<file path="config.mk">
export PLATFORM = sky130hd
export DESIGN_NAME = ext_dsp_dma
export DESIGN_NICKNAME = d
export VERILOG_FILES = /design/src/rtl/ext_dsp_pkg.sv /design/src/rtl/ext_cmd_parser.sv /design/src/rtl/ext_reg_bank.sv /design/src/rtl/ext_dma_ctrl.sv /design/src/rtl/ext_dsp_dma.sv
export SDC_FILE = /design/constraint.sdc
export NUM_CORES = 1
export LEC_CHECK = 0
export ABC_AREA = 0
export BUFFER_PORTS_ARGS = -buffer_cell sky130_fd_sc_hd__clkbuf_2
export CAP_MARGIN = 20
export CORE_ASPECT_RATIO = 2
export CORE_MARGIN = 5
export CORE_UTILIZATION = 55
export DETAILED_ROUTE_END_ITERATION = 8
export PLACE_DENSITY = 0.73
export SYNTH_ARGS = -nofsm -noshare
export SYNTH_HDL_FRONTEND = slang
export SYNTH_SLANG_ARGS = --single-unit
</file>
<file path="constraint.sdc">
create_clock -name clk -period 2.6 [get_ports clk]
set_input_delay 0.26 -clock clk [delete_from_list [all_inputs] [get_ports clk]]
set_output_delay 0.26 -clock clk [all_outputs]
set_load 0.05 [all_outputs]
</file>
<file path="src/rtl/ext_dsp_pkg.sv">
package ext_dsp_pkg;

    localparam int BYTE_W    = 8;
    localparam int NUM_SLOTS = 14;
    localparam int CNT_W     = 2 * BYTE_W;
    localparam int LEN_W     = CNT_W + 1;

    // command codes
    localparam logic [BYTE_W-1:0] CMD_EXT_ON  = 8'hC6;
    localparam logic [BYTE_W-1:0] CMD_EXT_OFF = 8'hC7;
    localparam logic [BYTE_W-1:0] CMD_READ    = 8'hC0;
    localparam logic [BYTE_W-1:0] CMD_WR_LO   = 8'hA0;
    localparam logic [BYTE_W-1:0] CMD_WR_HI   = 8'hBF;

    // extended register numbers
    localparam logic [BYTE_W-1:0] REG_RATE    = 8'hA1;
    localparam logic [BYTE_W-1:0] REG_FILT    = 8'hA2;
    localparam logic [BYTE_W-1:0] REG_CNT_LO  = 8'hA4;
    localparam logic [BYTE_W-1:0] REG_CNT_HI  = 8'hA5;
    localparam logic [BYTE_W-1:0] REG_ANALOG  = 8'hA8;
    localparam logic [BYTE_W-1:0] REG_IRQ_CTL = 8'hB1;
    localparam logic [BYTE_W-1:0] REG_DRQ_CTL = 8'hB2;
    localparam logic [BYTE_W-1:0] REG_DAC_LO  = 8'hB5;
    localparam logic [BYTE_W-1:0] REG_DAC_HI  = 8'hB6;
    localparam logic [BYTE_W-1:0] REG_FMT     = 8'hB7;
    localparam logic [BYTE_W-1:0] REG_XFER    = 8'hB8;
    localparam logic [BYTE_W-1:0] REG_TTYPE   = 8'hB9;
    localparam logic [BYTE_W-1:0] REG_OFS_L   = 8'hBA;
    localparam logic [BYTE_W-1:0] REG_OFS_R   = 8'hBB;

    // storage slots
    localparam int SLOT_RATE    = 0;
    localparam int SLOT_FILT    = 1;
    localparam int SLOT_CNT_LO  = 2;
    localparam int SLOT_CNT_HI  = 3;
    localparam int SLOT_ANALOG  = 4;
    localparam int SLOT_IRQ_CTL = 5;
    localparam int SLOT_DRQ_CTL = 6;
    localparam int SLOT_DAC_LO  = 7;
    localparam int SLOT_DAC_HI  = 8;
    localparam int SLOT_FMT     = 9;
    localparam int SLOT_XFER    = 10;
    localparam int SLOT_TTYPE   = 11;
    localparam int SLOT_OFS_L   = 12;
    localparam int SLOT_OFS_R   = 13;

    // field positions the controller decodes
    localparam int FMT_WIDE_BIT    = 2;
    localparam int FMT_STEREO_BIT  = 3;
    localparam int FMT_SIGNED_BIT  = 5;
    localparam int XFER_EN_BIT     = 0;
    localparam int XFER_DIR_BIT    = 1;
    localparam int XFER_AUTO_BIT   = 2;
    localparam int XFER_ADC_BIT    = 3;
    localparam int DRQ_GATE_BIT    = 6;
    localparam int RATE_CLKSEL_BIT = 7;

    typedef struct packed {
        logic [BYTE_W-1:0] rate;
        logic [CNT_W-1:0]  count;
        logic              drq_gate;
        logic              xfer_en;
        logic              auto_init;
        logic              capture;
        logic              wide;
        logic              stereo;
        logic              sgn;
    } ctrl_view_t;

    function automatic logic [BYTE_W-1:0] slot_addr(input int unsigned idx);
        case (idx)
            SLOT_RATE:    return REG_RATE;
            SLOT_FILT:    return REG_FILT;
            SLOT_CNT_LO:  return REG_CNT_LO;
            SLOT_CNT_HI:  return REG_CNT_HI;
            SLOT_ANALOG:  return REG_ANALOG;
            SLOT_IRQ_CTL: return REG_IRQ_CTL;
            SLOT_DRQ_CTL: return REG_DRQ_CTL;
            SLOT_DAC_LO:  return REG_DAC_LO;
            SLOT_DAC_HI:  return REG_DAC_HI;
            SLOT_FMT:     return REG_FMT;
            SLOT_XFER:    return REG_XFER;
            SLOT_TTYPE:   return REG_TTYPE;
            SLOT_OFS_L:   return REG_OFS_L;
            default:      return REG_OFS_R;
        endcase
    endfunction

    function automatic logic [BYTE_W-1:0] write_mask(input logic [BYTE_W-1:0] addr);
        case (addr)
            REG_IRQ_CTL, REG_DRQ_CTL: return 8'hF0;
            REG_XFER:                 return 8'h0F;
            default:                  return 8'hFF;
        endcase
    endfunction

endpackage

</file>
<file path="src/rtl/ext_cmd_parser.sv">
module ext_cmd_parser
    import ext_dsp_pkg::*;
(
    input  logic              clk,
    input  logic              rst_n,
    input  logic              in_valid,
    input  logic [BYTE_W-1:0] in_byte,
    output logic              wr_stb,
    output logic              rd_stb,
    output logic [BYTE_W-1:0] acc_addr,
    output logic [BYTE_W-1:0] acc_data
);

    typedef struct packed {
        logic              ext_on;
        logic              wait_data;
        logic [BYTE_W-1:0] cmd;
        logic              wr;
        logic              rd;
        logic [BYTE_W-1:0] addr;
        logic [BYTE_W-1:0] data;
    } parse_t;

    parse_t st_d, st_q;

    always_comb begin
        st_d    = st_q;
        st_d.wr = 1'b0;
        st_d.rd = 1'b0;
        if (in_valid) begin
            if (st_q.wait_data) begin
                st_d.wait_data = 1'b0;
                if (st_q.cmd == CMD_READ) begin
                    st_d.rd   = 1'b1;
                    st_d.addr = in_byte;
                end else if (st_q.ext_on) begin
                    st_d.wr   = 1'b1;
                    st_d.addr = st_q.cmd;
                    st_d.data = in_byte;
                end
            end else if ((in_byte >= CMD_WR_LO && in_byte <= CMD_WR_HI) ||
                         in_byte == CMD_READ) begin
                st_d.wait_data = 1'b1;
                st_d.cmd       = in_byte;
            end else if (in_byte == CMD_EXT_ON) begin
                st_d.ext_on = 1'b1;
            end else if (in_byte == CMD_EXT_OFF) begin
                st_d.ext_on = 1'b0;
            end
        end
    end

    always_ff @(posedge clk or negedge rst_n) begin
        if (!rst_n) st_q <= '0;
        else        st_q <= st_d;
    end

    assign wr_stb   = st_q.wr;
    assign rd_stb   = st_q.rd;
    assign acc_addr = st_q.addr;
    assign acc_data = st_q.data;

    // every access needs a command byte and a data byte, so strobes never sit back to back
    assert_strobe_spacing_R2: assert property (@(posedge clk) disable iff (!rst_n)
        (wr_stb || rd_stb) |=> !(wr_stb || rd_stb));

    assert_strobe_excl_R2: assert property (@(posedge clk) disable iff (!rst_n)
        !(wr_stb && rd_stb));

endmodule

</file>
<file path="src/rtl/ext_reg_bank.sv">
module ext_reg_bank
    import ext_dsp_pkg::*;
(
    input  logic              clk,
    input  logic              rst_n,
    input  logic              wr_stb,
    input  logic              rd_stb,
    input  logic [BYTE_W-1:0] acc_addr,
    input  logic [BYTE_W-1:0] acc_data,
    output ctrl_view_t        view,
    output logic              rd_valid,
    output logic [BYTE_W-1:0] rd_byte,
    output logic              reinit
);

    typedef struct packed {
        logic [NUM_SLOTS-1:0][BYTE_W-1:0] regs;
        logic                             rd_valid;
        logic [BYTE_W-1:0]                rd_byte;
        logic                             reinit;
    } bank_t;

    bank_t st_d, st_q;

    logic [NUM_SLOTS-1:0] hit;
    logic                 any_hit;
    logic [BYTE_W-1:0]    old_val;
    logic [BYTE_W-1:0]    new_val;
    logic [BYTE_W-1:0]    chg;
    logic [BYTE_W-1:0]    mask;

    for (genvar g = 0; g < NUM_SLOTS; g++) begin : g_slot
        assign hit[g] = (acc_addr == slot_addr(g));
    end

    assign any_hit = |hit;
    assign mask    = write_mask(acc_addr);

    always_comb begin
        old_val = '0;
        for (int i = 0; i < NUM_SLOTS; i++) begin
            if (hit[i]) old_val = old_val | st_q.regs[i];
        end
        new_val = (old_val & ~mask) | (acc_data & mask);
        chg     = old_val ^ new_val;
    end

    always_comb begin
        st_d          = st_q;
        st_d.rd_valid = 1'b0;
        st_d.reinit   = 1'b0;
        if (wr_stb && any_hit) begin
            for (int i = 0; i < NUM_SLOTS; i++) begin
                if (hit[i]) st_d.regs[i] = new_val;
            end
            unique case (acc_addr)
                REG_FMT:    st_d.reinit = chg[FMT_WIDE_BIT] | chg[FMT_STEREO_BIT];
                REG_ANALOG: st_d.reinit = |chg[1:0];
                REG_RATE:   st_d.reinit = 1'b1;
                REG_XFER:   st_d.reinit = chg[XFER_DIR_BIT] | chg[XFER_ADC_BIT];
                default:    st_d.reinit = 1'b0;
            endcase
        end
        if (rd_stb) begin
            st_d.rd_valid = 1'b1;
            st_d.rd_byte  = any_hit ? old_val : 8'hFF;
        end
    end

    always_ff @(posedge clk or negedge rst_n) begin
        if (!rst_n) st_q <= '0;
        else        st_q <= st_d;
    end

    always_comb begin
        view.rate      = st_q.regs[SLOT_RATE];
        view.count     = {st_q.regs[SLOT_CNT_HI], st_q.regs[SLOT_CNT_LO]};
        view.drq_gate  = st_q.regs[SLOT_DRQ_CTL][DRQ_GATE_BIT];
        view.xfer_en   = st_q.regs[SLOT_XFER][XFER_EN_BIT];
        view.auto_init = st_q.regs[SLOT_XFER][XFER_AUTO_BIT];
        view.capture   = st_q.regs[SLOT_XFER][XFER_ADC_BIT];
        view.wide      = st_q.regs[SLOT_FMT][FMT_WIDE_BIT];
        view.stereo    = st_q.regs[SLOT_FMT][FMT_STEREO_BIT];
        view.sgn       = st_q.regs[SLOT_FMT][FMT_SIGNED_BIT];
    end

    assign rd_valid = st_q.rd_valid;
    assign rd_byte  = st_q.rd_byte;
    assign reinit   = st_q.reinit;

    assert_masked_bits_R4: assert property (@(posedge clk) disable iff (!rst_n)
        (st_q.regs[SLOT_IRQ_CTL][3:0] == 4'h0) && (st_q.regs[SLOT_DRQ_CTL][3:0] == 4'h0) &&
        (st_q.regs[SLOT_XFER][7:4] == 4'h0));

    assert_rd_after_req_R3: assert property (@(posedge clk) disable iff (!rst_n)
        rd_stb |=> rd_valid);

endmodule

</file>
<file path="src/rtl/ext_dma_ctrl.sv">
module ext_dma_ctrl (
    input  logic clk,
    input  logic rst_n,
    input  logic run_cond,
    input  logic reinit,
    output logic active,
    output logic start_pulse,
    output logic stop_pulse
);

    typedef struct packed {
        logic active;
        logic start;
        logic stop;
    } run_t;

    run_t st_d, st_q;

    always_comb begin
        st_d       = st_q;
        st_d.start = 1'b0;
        st_d.stop  = 1'b0;
        if (st_q.active && (!run_cond || reinit)) begin
            // stop now; the idle branch restarts next cycle if the condition still holds
            st_d.stop   = 1'b1;
            st_d.active = 1'b0;
        end else if (!st_q.active && run_cond) begin
            st_d.start  = 1'b1;
            st_d.active = 1'b1;
        end
    end

    always_ff @(posedge clk or negedge rst_n) begin
        if (!rst_n) st_q <= '0;
        else        st_q <= st_d;
    end

    assign active      = st_q.active;
    assign start_pulse = st_q.start;
    assign stop_pulse  = st_q.stop;

    assert_pulse_excl_R9: assert property (@(posedge clk) disable iff (!rst_n)
        !(start_pulse && stop_pulse));

    assert_start_cond_R8: assert property (@(posedge clk) disable iff (!rst_n)
        start_pulse |-> run_cond);

    assert_reinit_stops_R9: assert property (@(posedge clk) disable iff (!rst_n)
        (active && reinit) |=> (stop_pulse && !active));

endmodule

</file>
<file path="src/rtl/ext_dsp_dma.sv">
module ext_dsp_dma
    import ext_dsp_pkg::*;
(
    input  logic              clk,
    input  logic              rst_n,
    input  logic              host_valid,
    input  logic [BYTE_W-1:0] host_byte,
    output logic              rd_valid,
    output logic [BYTE_W-1:0] rd_byte,
    output logic              dma_req,
    output logic              dma_start,
    output logic              dma_stop,
    output logic              fmt_16bit,
    output logic              fmt_stereo,
    output logic              fmt_signed,
    output logic              auto_init,
    output logic              capture,
    output logic [LEN_W-1:0]  xfer_len,
    output logic              rate_hiclk,
    output logic [BYTE_W-1:0] rate_div
);

    localparam logic [LEN_W-1:0]  FULL_LEN = LEN_W'(1) << CNT_W;
    localparam logic [BYTE_W-1:0] HALF_DIV = BYTE_W'(1) << (BYTE_W - 1);

    logic              wr_stb;
    logic              rd_stb;
    logic [BYTE_W-1:0] acc_addr;
    logic [BYTE_W-1:0] acc_data;
    ctrl_view_t        view;
    logic              reinit;
    logic              run_cond;

    ext_cmd_parser u_parser (
        .clk      (clk),
        .rst_n    (rst_n),
        .in_valid (host_valid),
        .in_byte  (host_byte),
        .wr_stb   (wr_stb),
        .rd_stb   (rd_stb),
        .acc_addr (acc_addr),
        .acc_data (acc_data)
    );

    ext_reg_bank u_bank (
        .clk      (clk),
        .rst_n    (rst_n),
        .wr_stb   (wr_stb),
        .rd_stb   (rd_stb),
        .acc_addr (acc_addr),
        .acc_data (acc_data),
        .view     (view),
        .rd_valid (rd_valid),
        .rd_byte  (rd_byte),
        .reinit   (reinit)
    );

    assign run_cond = view.xfer_en & view.drq_gate;

    ext_dma_ctrl u_run (
        .clk         (clk),
        .rst_n       (rst_n),
        .run_cond    (run_cond),
        .reinit      (reinit),
        .active      (dma_req),
        .start_pulse (dma_start),
        .stop_pulse  (dma_stop)
    );

    assign fmt_16bit  = view.wide;
    assign fmt_stereo = view.stereo;
    assign fmt_signed = view.sgn;
    assign auto_init  = view.auto_init;
    assign capture    = view.capture;

    // counter runs up to zero, so the length is the two's complement of the reload value
    assign xfer_len   = FULL_LEN - {1'b0, view.count};

    assign rate_hiclk = view.rate[RATE_CLKSEL_BIT];
    assign rate_div   = rate_hiclk ? (BYTE_W'(0) - view.rate) : (HALF_DIV - view.rate);

    assert_req_low_on_stop_R9: assert property (@(posedge clk) disable iff (!rst_n)
        dma_stop |-> !dma_req);

endmodule

</file>
Word level (Yosys, flattened, before mapping). Index checks and enable logic that the tools add are counted.

Flip-flop bits (word level): 153. Input port bits: 11. Logic and storage cells: 142.

Add/sub/neg operators: 3. Order comparisons: 2. Equal/unequal tests: 18. Mux-type cells: 36. Bitwise logic cells: 24. Reductions and logical operators: 32.

Operators with widths (number): equality test 8 bit, second input constant (18); two-way mux 8 bit (18); OR 8 bit (14); two-way mux 18 bit (2); AND reduction 2 bit (14); two-way mux 9 bit (2); subtractor 17 x 16 -> 17 bit, first input constant (1); bitwise AND 8 bit (2); two-way mux 16 bit (1); one-hot mux 8 bit (2 select lines) (1); OR reduction 14 bit (1); two-way mux 1 bit (10); >= comparator 8 bit, second input constant (1); less-or-equal comparator 8 bit, second input constant (1); inverter 8 bit (1); AND reduction 4 bit (2); subtractor 1 x 8 -> 8 bit, first input constant (1); subtractor 8 bit, first input constant (1); AND reduction 3 bit (2); nonzero test 2 bit (3); logical AND 1 bit (4); one-hot mux 1 bit (4 select lines) (1); OR reduction 2 bit (2); XOR 4 bit (1); 6 further kinds (11).

Logic depth before layout (Yosys ltp). Gate-level depths: netlist of the first run.

Word-level depth: 34. Gate-level depth with buffers: 10.

Modules after synthesis. From an unflattened synthesis of the first run, not the netlist that was laid out.

Cells, all modules: 810. Area, all modules: 7877.6 µm².

By module, submodules not included: ext_reg_bank (times used 1, cells an instance 602, area each 5835.6 µm², sequential area each 3052.9 µm²); ext_cmd_parser (times used 1, cells an instance 146, area each 1536.5 µm², sequential area each 700.7 µm²); ext_dsp_dma (times used 1, cells an instance 55, area each 405.4 µm², sequential area each 0.0 µm²); ext_dma_ctrl (times used 1, cells an instance 7, area each 100.1 µm², sequential area each 75.1 µm²).

Worst setup path after synthesis of the first run. No wires, ideal clock.

Path kind: reg-to-output. From: register u_bank.st_q (netlist bit u_bank.view[12]). To: output xfer_len[16]. Arrival: 2.516 ns. Data required time: 2.340 ns. Path slack: -0.176 ns. Stages on the path, launching flop included: 6. Path buffers: 0. Cell sequence: dfrtp_1 or4_1 nor2_1 nand2_1 or2_2 nor3_1.

Cells in the longest elaborated chain, start to end: 1.

RTL lines: start, declared (RTL line ext_reg_bank.sv:23) `bank_t st_d, st_q;`; start signal, assigned (RTL line ext_reg_bank.sv:72) `else st_q <= st_d;`; subtractor 17 x 16 -> 17 bit (RTL line ext_dsp_dma.sv:77) `assign xfer_len = FULL_LEN - {1'b0, view.count};`; end, declared (RTL line ext_dsp_dma.sv:18) `output logic [LEN_W-1:0] xfer_len,`.

Every way passes these cells.

Worst setup path in the final report of the first run.
From: register u_bank.st_q (netlist bit u_bank.view[12]). To: output xfer_len[14].

The elaborated chain is that of the path after synthesis.

==> results of run 1 <==
## cells by family after synthesis
| logic type | synth area share |
|---|---|
| buf+inv | 0.0508 |
| flops | 0.508 |
| fa+ha+maj | 0.00332 |
| mux | 0.121 |
| simple gates | 0.160 |
| compound gates | 0.133 |
| xor+xnor | 0.0233 |
## power breakdown
group          internal [W]  switching, W
Combinational      0.000345      0.000581
Clock               0.00165       0.00109
Sequential          0.00247      0.000108
## flip-flops by register name, summed over array words and instances, names as in the netlist
| name | count |
|---|---|
| u_bank.rd_byte | 8 |
| u_parser.acc_addr | 8 |
| u_run.active | 1 |
| u_parser.rd_stb | 1 |
| u_run.start_pulse | 1 |
| u_bank.st_q | 81 |
| u_parser.st_q | 10 |
| u_bank.view | 31 |
| u_bank.reinit | 1 |
| u_run.stop_pulse | 1 |
| u_bank.rd_valid | 1 |
| u_parser.acc_data | 8 |
| u_parser.wr_stb | 1 |
## area by class of cell
class                   instances  area, um^2
clock inverters                15         228
clock buffers                  17         425
repair buffers                147        1060
well taps                     155         194
inverters                      18        67.6
flip-flops and latches        153        3830
multi-input cells             503        3460
fillers                      1038        4180
## Yosys cell counts, types with 5 or more instances
cell | n | area share
buf_4 | 10 | 0.010
xor2_1 | 6 | 0.0070
nor2_1 | 49 | 0.024
and3_1 | 12 | 0.010
a222oi_1 | 6 | 0.0080
nor4_1 | 7 | 0.0058
mux2_2 | 65 | 0.097
xnor2_1 | 14 | 0.016
and2_1 | 5 | 0.0042
inv_1 | 18 | 0.0090
a21oi_1 | 25 | 0.017
a22oi_1 | 13 | 0.013
o21ai_0 | 56 | 0.037
dfrtp_1 | 153 | 0.51
and3b_1 | 5 | 0.0058
nand3_1 | 12 | 0.0080
clkbuf_1 | 42 | 0.021
buf_2 | 8 | 0.0053
nor2b_1 | 5 | 0.0042
a31oi_1 | 6 | 0.0050
mux2i_1 | 13 | 0.017
nor3_1 | 11 | 0.0073
nand2_1 | 104 | 0.052
## per-layer routing
metal / GRT usage / up-vias / part of all wire
met5: 0 / - / 0
met4: 0.191 / 0 / 0.064
met3: 0.0369 / 84 / 0.039
met2: 0.526 / 240 / 0.53
met1: 0.321 / 3084 / 0.36
li1: - / 2829 / -
## metrics by stage
step	area, um^2	hold WS [ns]	utilization	cells
2_1_floorplan	7540	-0.0356	-	739
3_3_place_gp	8380	0.240	0.624	971
3_5_place_dp	8380	0.242	0.624	971
4_1_cts	9150	0.0583	0.681	1005
5_1_grt	9260	0.0784	0.689	1008
6_report	9260	0.0769	0.689	1008
## path summary, 6_finish.rpt
kind | startpoint | endpoint | slack [ns] | cells past startpoint
max | u_bank.view[12] | xfer_len[14] | -0.04 | 7
min | host_byte[0] | u_parser.st_q[27] | 0.08 | 2
max reg2reg | u_parser.acc_addr[4] | u_bank.st_q[75] | 0.06 | 7
min reg2reg | u_bank.st_q[52] | u_bank.st_q[52] | 0.38 | 0
max in group asynchronous | rst_n | u_bank.view[12] | 1.51 | 3
min in group asynchronous | rst_n | u_bank.st_q[52] | 0.35 | 2
## timing repair
action | in CTS | in global routing
hold buffers | 1 | 0
hold endpoints to repair | 47 | 0
pin swaps | 3 | 6
gates resized for setup | 26 | 20
setup endpoints to repair | 13 | 40
setup buffers | 1 | 3
==> flow_summary.yaml, run 1 <==
final_layout:
  nNetsFinal: 853
  final_common_cell: "dfrtp_1"
  areaGrowthSynthToFinish_pct: 22.9
  antenna-diode-count: 0
  drive_above_1_share: 0.325
  final_cell_mix: "dfrtp_1 (151), nand2_1 (102), buf_4 (91), mux2_2 (65), o21ai_0 (56)"
detailed_routing:
  vias_per_cell: 6.19
  drc: 0
  wl_per_cell_um: 22.8
  wirelength_mm: 23.0
  vias: 6237
  drt_pass1_iterations: 7
  drtIter0Drc: 574
  ant_nets: 0
hold_path:
  min_path_type: "in -> reg"
sta:
  period_needed_ns: 2.64
  clock.fmax_mhz: 378
  hold_viol_final: 0
  slew_violations: 0
  fin_crit_sh: 1.02
  fin_tns_setup_ns: -0.0440
  tightest_slew_ns: 1.00
  max_slew_margin: 0.328
  rsz0062_at_grt: "true"
  skew_ns: 0.0116
  fin_ws_ns: -0.0440
  setup_viol: 1
setup_path:
  cp.required_ns: 2.34
  path_max_fanout: 3
  crit_slowest_cell: "or4_4"
  cp_top_family: "simple AND/OR/NAND/NOR gates"
  crit_buf_inv: 1
  start_kind: "register"
  path_cells: "or4_4 > nor2_4 > nand2_2 > or2_4 > nor4_4 > xnor2_1 > clkbuf_8"
  slowest_delay_ns: 0.56
  arrival_ns: 2.38
  critPathCaptureType: "output port"
  criticalPathCategory: "reg -> out"
grt:
  grt_pass1_vias: 6435
  gr-total-overflow: 0
  antenna_found_initial: 0
  grt_pass1_wl_mm: 35.8
  grt_max_degree: 58
  grt_use_total: 0.294
yosys:
  synth_warnings: 0
  synthesis.area_um2: 7530
  synthFlopType: "dfrtp_1"
  yosysUniqueCellTypes: 73
  ys_ff_latch: 153
  ys_seq_area_frac: 0.508
  synth_edf_count: 0
  synthArstFlopShare: 1.00
  syn_avg_cell_area_um2: 10.2
  syn_nets: 752
  syn-instance-count: 739
floorplan:
  die_x_um: 92.8
  coreArea_um2: 13400
  pin_count: 54
  die_h_um: 176
  initial_core_util: 0.561
  dieArea_um2: 16300
  rows: 60
clocking:
  clk_pin_slew_ns: 0.07
  cts_root_buffer: "clkbuf_16"
  cts.sinks: 153
  insertion_delay_ns: 0.43
  cts_buffers: 17
  cts_tree: "done"
  ctsLongestPathBuffers: 2
  htreeDepth: 4
power_and_ir_drop:
  pwr_density_cell_nw_per_um2: 675
  p_total_w: 0.00625
  ir_drop_mv: 0.533
  p_leak_nw: 4.51
placement:
  pre_cts_ws_ns: -0.0463
  dpl.hpwl_mm: 17.5
  gp_congestion: 1.02
  io_buffer_count: 53
outcome:
  status: "finished with violations"
  violations: "setup timing"
run:
  drv_cap: 0
Note: power is estimated with default switching activity, not from simulation.
==> run 2: changes to the inputs <==
--- a/config.mk
+++ b/config.mk
@@ -10,9 +10,9 @@
 export CAP_MARGIN = 20
 export CORE_ASPECT_RATIO = 2
 export CORE_MARGIN = 5
-export CORE_UTILIZATION = 55
+export CORE_UTILIZATION = 30
 export DETAILED_ROUTE_END_ITERATION = 8
-export PLACE_DENSITY = 0.73
+export PLACE_DENSITY = 0.43
 export SYNTH_ARGS = -nofsm -noshare
 export SYNTH_HDL_FRONTEND = slang
 export SYNTH_SLANG_ARGS = --single-unit
==> run 2 against run 1 <==
Net effect:
- the run still ends with setup timing left
- global-route usage shrank 10 points
- die area rose by 76%
- worst setup slack got worse by 0.028 ns
- sequential share of layout area down 2.5 points
- clock skew fell by 0.0032 ns
- cell area up 6.4%
- register-to-register slack got worse by 0.13 ns
- routed wire length is 17% higher
- clock power fell by 4%
- critical path type is now reg -> reg
- largest power group unchanged
==> flow_summary.yaml, run 2 (synthesized netlist as in run 1, its figures left out) <==
clocking:
  cts.sinks: 153
  htreeDepth: 4
  cts_root_buffer: "clkbuf_16"
  cts_tree: "done"
  cts_buffers: 17
  ctsLongestPathBuffers: 2
  clk_pin_slew_ns: 0.06
  insertion_delay_ns: 0.44
final_layout:
  largest_reg_flops: 81
  top_register: "u_bank.st_q"
  fillCellCount: 2452
  final_cell_mix: "dfrtp_1 (149), nand2_1 (103), buf_4 (100), mux2_2 (59), o21ai_0 (52)"
  utilization: 0.395
  areaGrowthSynthToFinish_pct: 30.8
  final_common_cell: "dfrtp_1"
  antenna-diode-count: 0
  drive_above_1_share: 0.359
  nNetsFinal: 874
detailed_routing:
  vias: 6224
  wl_per_cell_um: 22.2
  ant_nets: 0
  wirelength_mm: 26.9
  drt_pass1_iterations: 6
  drtIter0Drc: 305
  vias_per_cell: 5.14
  drc: 0
floorplan:
  pin_count: 54
  die_h_um: 234
  dieArea_um2: 28600
  rows: 82
  die_x_um: 122
  initial_core_util: 0.302
  coreArea_um2: 24900
sta:
  fin_tns_setup_ns: -0.384
  skew_ns: 0.00842
  rsz0062_at_grt: "true"
  period_needed_ns: 2.67
  hold_viol_final: 0
  setup_viol: 14
  max_slew_margin: 0.388
  tightest_slew_ns: 0.911
  fin_ws_ns: -0.0724
  fin_crit_sh: 1.03
  slew_violations: 0
  clock.fmax_mhz: 374
power_and_ir_drop:
  pwr-share-seq: 0.412
  pwr_density_cell_nw_per_um2: 637
  p_leak_nw: 4.68
  clockPowerShare: 0.421
  pwr-share-comb: 0.167
  p_total_w: 0.00628
  swShare: 0.279
  p_sw_w: 0.00175
  ir_drop_mv: 0.415
  p_int_w: 0.00453
hold_path:
  min_path_type: "in -> reg"
  hold_path_startpoint: "host_valid"
  hold_end: "u_parser.acc_addr[7]"
  min_path_cells: 2
placement:
  io_buffer_count: 53
  dpl.hpwl_mm: 20.6
  gp_congestion: 0.911
  pre_cts_ws_ns: -0.385
setup_path:
  cp_top_family: "buffers and inverters"
  path_cells: "buf_6 > buf_6 > buf_4 > clkinvlp_4 > or4_1 > a211o_1 > o311ai_4 > buf_4 > xor2_4 > a21oi_2 > o22ai_2"
  crit_buf_inv: 5
  criticalPathCategory: "reg -> reg"
  crit_cells: 11
  reg2reg_from: "u_parser.acc_addr[0]"
  slowest_delay_ns: 0.57
  crit_slowest_cell: "or4_1"
  r2r-end: "u_bank.reinit"
  arrival_ns: 3.02
  cp.required_ns: 2.95
  reg2reg_slack_ns: -0.07
  r2r_cells: 11
  start_kind: "register"
  path_max_fanout: 5
  critPathCaptureType: "register"
grt:
  antenna_found_initial: 0
  grt_pass1_wl_mm: 40.4
  grt_max_degree: 64
  grt_use_total: 0.195
  gr-total-overflow: 0
  grt_pass1_vias: 6412
run:
  drv_cap: 0
outcome:
  status: "finished with violations"
  violations: "setup timing"
## run 2: cell count changes in the layout (fill, tap and decap cells not counted), sizes merged
cell | previous run | this run
buf | 97 | 116
clkbuf | 66 | 70
clkinv | 2 | 5
clkinvlp | 1 | 3
inv | 26 | 18
mux2 | 66 | 67
## run 2: worst max path at each step
| stage | startpoint | slack (ns) | endpoint |
|---|---|---|---|
| floorplan | u_bank.view[12] | 0.18 | xfer_len[13] |
| global placement | u_parser.acc_addr[0] | -0.42 | u_bank.view[16] |
| detailed placement | u_parser.acc_addr[0] | -0.39 | u_bank.st_q[107] |
| CTS | u_bank.view[10] | -0.15 | xfer_len[14] |
| global route | u_bank.view[10] | -0.15 | xfer_len[14] |
| finish | u_parser.acc_addr[0] | -0.07 | u_bank.reinit |
## run 2: stage by stage
stage	hold WS (ns)	cell area [um^2]	std cells
floorplan	-0.0356	7540	739
global placement	0.154	8740	1161
CTS	0.0601	9680	1205
global route	0.0699	9850	1210
finish	0.0808	9850	1210
detailed placement	0.165	8740	1161
## run 2: final cells by class
type                    count  area [um^2]  share of cell area
repair buffers            167         1300               0.132
flip-flops and latches    153         3830               0.389
clock buffers              20          447              0.0453
well taps                 336          420              0.0427
multi-input cells         504         3610               0.366
clock inverters            12          173              0.0175
inverters                  18         71.3             0.00724
## run 2: power groups by stage
| stage | registers, W | clock network [W] | logic [W] |
|---|---|---|---|
| floorplan | 0.00257 | 0 | 0.000504 |
| detailed placement | 0.00262 | 0 | 0.000905 |
| finish | 0.00259 | 0.00265 | 0.00105 |
| global route | 0.00260 | 0.00280 | 0.00112 |
| global placement | 0.00262 | 0 | 0.000899 |
| CTS | 0.00258 | 0.00271 | 0.000991 |
## run 2: metal layers
metal / global-route usage / routed length (um) / vias to the layer above
met5: 0 / 0 / -
met4: 0.114 / 1660 / 0
met3: 0.0357 / 973 / 63
met2: 0.351 / 14600 / 202
met1: 0.209 / 9630 / 3093
li1: - / - / 2866
## run 2: worst reg2reg max path: cells and delay by family (launching register included)
family          cells  cell delay [ns]
buf+inv             5             0.76
xor+xnor            1             0.17
flops               1             0.39
compound gates      4             0.71
simple gates        1             0.57
## run 2: timing repair
action,4_1_cts,5_1_grt
cloned,1,0
gates resized for setup,54,30
pin swaps,5,13
hold buffers,1,0
hold endpoints to repair,27,0
endpoints found under the setup margin,41,62
setup buffers,10,5
